**src/rtl/ext_trig_cfg.sv**
```systemverilog
module ext_trig_cfg #(
  parameter int NUM_BANKS = 2,
  localparam int NG = NUM_BANKS * 4,
  localparam int ADDR_W = (NUM_BANKS > 1) ? $clog2(NUM_BANKS) : 1
) (
  input  logic              clk,
  input  logic              rst_n,
  input  logic [ADDR_W-1:0] cfg_addr,
  input  logic [7:0]        cfg_wdata,
  input  logic              cfg_we,
  output logic [7:0]        cfg_rdata,
  input  logic [NG-1:0]     irq_in,
  output logic [2*NG-1:0]   trig_mode,
  output logic [NG-1:0]     req_set
);

  logic [2*NG-1:0] mode_q;
  logic [NG-1:0]   prev_q;

  always_ff @(posedge clk or negedge rst_n)
    if (!rst_n) mode_q <= '0;
    else if (cfg_we && int'(cfg_addr) < NUM_BANKS)
      mode_q[int'(cfg_addr)*8 +: 8] <= cfg_wdata;

  always_ff @(posedge clk) prev_q <= irq_in;

  always_comb begin
    cfg_rdata = '0;
    for (int b = 0; b < NUM_BANKS; b++)
      if (int'(cfg_addr) == b) cfg_rdata = mode_q[b*8 +: 8];
  end

  assign trig_mode = mode_q;

  for (genvar g = 0; g < NG; g++) begin : g_grp
    assign req_set[g] = mode_q[2*g+1] ? irq_in[g] : (irq_in[g] ^ prev_q[g]);

    AST_EDGE_QUIET: assert property (@(posedge clk) disable iff (!rst_n)
      (!trig_mode[2*g+1] && $stable(irq_in[g])) |-> !req_set[g]);
    AST_LEVEL_IDLE: assert property (@(posedge clk) disable iff (!rst_n)
      (trig_mode[2*g+1] && !irq_in[g]) |-> !req_set[g]);
  end

  for (genvar b = 0; b < NUM_BANKS; b++) begin : g_bank
    AST_WRITE_LANDS: assert property (@(posedge clk) disable iff (!rst_n)
      (cfg_we && int'(cfg_addr) == b) |=> trig_mode[b*8 +: 8] == $past(cfg_wdata));
  end

  AST_RESET_CLEAR: assert property (@(posedge clk) disable iff (!rst_n)
    !$past(rst_n) |-> trig_mode == '0);
  AST_HOLD_CODES: assert property (@(posedge clk) disable iff (!rst_n)
    !cfg_we |=> $stable(trig_mode));

endmodule

```
**config.mk**
```make
export PLATFORM = sky130hd
export DESIGN_NAME = ext_trig_cfg
export DESIGN_NICKNAME = d
export VERILOG_FILES = /design/src/rtl/ext_trig_cfg.sv
export SDC_FILE = /design/constraint.sdc
export NUM_CORES = 1
export LEC_CHECK = 0
export BUFFER_PORTS_ARGS = -buffer_cell sky130_fd_sc_hd__buf_2
export CAP_MARGIN = 30
export CORE_AREA = 2 2 52 54
export DETAILED_ROUTE_END_ITERATION = 6
export DIE_AREA = 0 0 54 56
export PLACE_DENSITY = 0.74
export SLEW_MARGIN = 5
export SYNTH_ARGS = -nofsm -noshare
export SYNTH_HDL_FRONTEND = slang
export SYNTH_SLANG_ARGS = --single-unit
```
**constraint.sdc**
```tcl
create_clock -name clk -period 1.3 [get_ports clk]
set_clock_uncertainty 0.2 [all_clocks]
set_input_delay 0.26 -clock clk [delete_from_list [all_inputs] [get_ports clk]]
set_output_delay 0.26 -clock clk [all_outputs]
set_load 0.02 [all_outputs]
```
==> After elaboration in Yosys (flattened, before gate mapping) <==
Index checks and enable logic that the tools add are counted.
{ "op_classes": {"n_shift": 2, "muxes": 10, "n_bitwise": 8, "addsub": 1} }
{ "ops": {"columns": ["operator", "count"], "rows": [
  ["$neg 4->33", 1],
  ["$shift 8x33->16 const A", 1],
  ["$shiftx 8x33->16", 1],
  ["$bwmux 16", 1],
  ["$mux 1", 8],
  ["$mux 8", 1],
  ["$xor 1x1->1", 8]
]} }
{ "word_totals": {"elab_cells": 23, "reg_bits": 24, "in_bits": 20, "out_inout_bits": 32} }

==> Logic depth before layout (Yosys ltp) <==
{ "logic_depth": {"ltp_word": 3, "depth_mapped": 4, "mapped_depth_nobuf": 2} }

==> Worst setup path before layout <==
OpenSTA, ideal clock, no wires.
{ "synth_timing": {"path_type": "register to output", "from": "register mode_q[1], in the netlist trig_mode[1]", "to": "output port req_set[0]", "setup_slack_ps": -172, "required_ps": 840, "path_buffers": 0, "stages_incl_launch_ff": 3, "arrival_time_ps": 1012, "cell_sequence": "dfrtp_1 nand2b_1 xnor2_1"} }
{ "synth_via": {"elab_chain_cells": 1} }
{ "synth_rtl": {"columns": ["item", "line_no", "rtl"], "rows": [
  ["start, declared", "17", "logic [2*NG-1:0] mode_q;"],
  ["start signal, assigned by index", "23", "mode_q[int'(cfg_addr)*8 +: 8] <= cfg_wdata;"],
  ["$mux 1", "36", "assign req_set[g] = mode_q[2*g+1] ? irq_in[g] : (irq_in[g] ^ prev_q[g]);"],
  ["end, declared", "14", "output logic [NG-1:0] req_set"]
]} }
Every way passes these cells.

==> Worst setup path after layout <==
{ "layout_timing": {"from": "register mode_q[7], in the netlist trig_mode[7]", "to": "output port req_set[3]"} }
The elaborated chain is that of the path after synthesis.

==> summary.md <==
| Metric | Value |
|---|---|
| Vias in the first global route | 949 |
| Antenna violations before repair | 0 |
| Clk sink count | 24 |
| Met3 Use GR | just over 5% |
| Unrepaired setup endpoints after global routing | true |
| Top Usage Layer GRT | met2 |
| Synth unique cells | 9 |
| Synth area leaders | dfrtp_1 39%, mux2_2 18%, dfxtp_1 16% |
| Final worst path period need | around 1.7 ns |
| Post-Syn Instances | 68 |
| Die W | 54 µm |
| Commonest non-fill, non-tap cells in the layout | 49 x buf_6, 19 x buf_2, 17 x dlygate4sd3_1, 13 x mux2_4, 11 x mux2_2 |
| Wirelength per Cell | between 15 and 20 µm |
| Synth Register Bits | 24 |
| Cells after DPL | approximately 150 |
| CP peak stage delay | roughly 0.47 ns |
| Biggest area consumer among synthesized cells | dfrtp_1 |
| Gpl congestion | ~0.63 |
| GRT overflow | 0 |
| Warnings from Yosys | 0 |
| Total CTS buffers | 3 |
| Critical path type | reg2out |
| Slew Limit Headroom | between 70% and 80% |
| Height of the die | about 56 µm |
| Area grow syn2layout | 107.9% |
| Final Cycle Share | 129.2% |
| Worst hold path class | in2async |
| Reg2Reg Depth | 4 |
| CP required | between 0.8 and 0.9 ns |
| Post-Route Setup TNS | -7.969 ns |
| Top-area cell type share of the netlist area | 39.12% |
| Pleak | 1.021 nW |
| Port Buffers | 51 |
| Syn nets | roughly 90 |
| Residual DRC | 0 |
| MaxCap Viol Count | 0 |
| RR Startpoint | trig_mode[1] |
| WL final | 3.185 mm |
| Gr usage total | around 22% |
| Worst VDD drop | about 1.1 mV |
| Final std cells w/o fill | between 150 and 200 |
| PwrDens | ~1200 nW/µm² |
| Worst R2R End | trig_mode[1] |
| Num rows | 18 |
| Critical path fanouts, max | 4 |
| Drt first pass iters | 4 |
| Dpl cell area | about 1500 µm² |
| Max Buffers Root-to-Sink | 2 |
| Least-Margin Pin Slew | around 0.36 ns |
| Worst setup startpoint | trig_mode[7] |
| Failing checks | negative setup slack |
| Via count | between 800 and 900 |
| Fmax | between 0.5 and 0.6 GHz |
| Initial Util | 42.08% |
| CP endpoint kind | primary output |
| Avg Cell Area, Syn | about 15 µm² |
| Startpoint Class | flop |
| Most common cell after layout, fill and taps aside | buf_6 |
| GR met2 Demand/Resource | between 40% and 50% |
| Crit path cell chain | nand2b_4 -> xnor2_4 -> buf_6 |
| Cell area after layout | between 2000 and 2500 µm² |
| Met1 Use GR | roughly a quarter |
| Share of post-route cells with drive strength above 1 | around four fifths |
| Worst hold slack | between 0.15 and 0.2 ns |
| Io pins | 52 |
| Final nets | between 150 and 200 |
| Final Max Slew Viols | 0 |
| # H-tree levels | 1 |
| Status | finished with violations |
| Final worst slack | -0.3801 ns |
| CTS Root Cell | clkbuf_4 |
| DP Wirelength | between 1.5 and 2 mm |
| First-pass GRT wire length | ~4.7 mm |
| CP arrival | around 1.2 ns |
| Clk pin slew, worst setup/hold paths | about 0.13 ns |
| Cell area after synthesis | around 1000 µm² |
| Core Box Area | 2432 µm² |
| CTS tree | built |
| # setup viols final | 33 |
| Seq/Total Area, Yosys | 54.77% |
| Largest net degree at the start of global routing | 17 |
| Hold Fails Final Rpt | 0 |
| Vias/cell | around 4.6 |
| Crit path capture | req_set[3] |
| Clk_lat worst skew | between 0.3 and 0.4 ns |
| Slowest cell on the critical path | dfrtp_2 |
| ANT nets after route | 0 |
| Diode count | 0 |
| R2R Setup Slk | -0.03 ns |
| Die ar. | around 3000 µm² |
| Starting DRC count in detailed routing | 6 |
| Final Util | between 80% and 90% |
[worst max-delay path, delay by kind of cell (launching register included)]
family / cells / cell delay (ns)
DFF: 1 / 0.47
xor gates and xnor gates: 1 / 0.13
buffers and inverters: 1 / 0.13
and+or+nand+nor: 1 / 0.18
[stage by stage]
step,total power (W),setup WS [ns]
finish,0.002509,-0.3801
global route,0.002625,-0.4457
CTS,0.002435,-0.3658
detailed placement,0.001701,-0.1957
global placement,0.001679,-0.1941
floorplan,0.001460,0.002355
[layer usage]
metal	vias to the layer above	share of wire (%)
li1	403	-
met1	421	38
met2	33	57
met3	2	4.4
met4	0	0.63
met5	-	0
[cell families (layout without fill, tap and decap cells)]
logic type	after synthesis	in the layout	synth area share, %
buffers and inverters	2	90	2.200
muxes	24	24	29.34
xor gates and xnor gates	8	8	6.846
DFF	24	24	54.77
and+or+nand+nor	10	10	6.846
[layout make-up]
cell class	count	area [µm²]
repair buffers	86	824.5
multi-input cells	42	669.4
flip-flops and latches	24	570.5
fillers	114	304.0
well taps	30	37.54
clock buffers	4	26.28
[power by group]
part	total [W]	internal [W]	leakage (nW)	switching, W
combinational	0.00124	0.000755	0.759	0.000485
clock	0.000343	0.000120	0.0150	0.000223
sequential	0.000926	0.000837	0.247	0.0000890
[registers in the layout, summed over array words and instances (netlist names)]
name,flops
prev_q,8
trig_mode,16
[worst min path at each step]
stage | from | slack (ns) | cells after the start | end
floorplan | rst_n | -0.24 | 0 | trig_mode[0]
detailed placement | rst_n | -0.01 | 1 | trig_mode[4]
finish | rst_n | 0.17 | 2 | trig_mode[13]
CTS | rst_n | 0.17 | 2 | trig_mode[0]
global route | rst_n | 0.18 | 2 | trig_mode[3]
global placement | rst_n | -0.01 | 1 | trig_mode[12]
[synthesized netlist by cell type (all sizes together)]
cell,n
nand2b,9
dfxtp,8
buf,2
mux2,24
dfrtp,16
xnor2,8
nand2,1
[what timing repair did]
item / in CTS / in global routing
hold endpoints to repair: 39 / 0
buffers inserted: 14 / 12
hold buffers: 17 / 0
resized for setup: 76 / 19
cloned: 0 / 0
pin swaps: 8 / 0
setup endpoints to repair: 32 / 32
No activity file was read; power rests on OpenSTA's default activity.
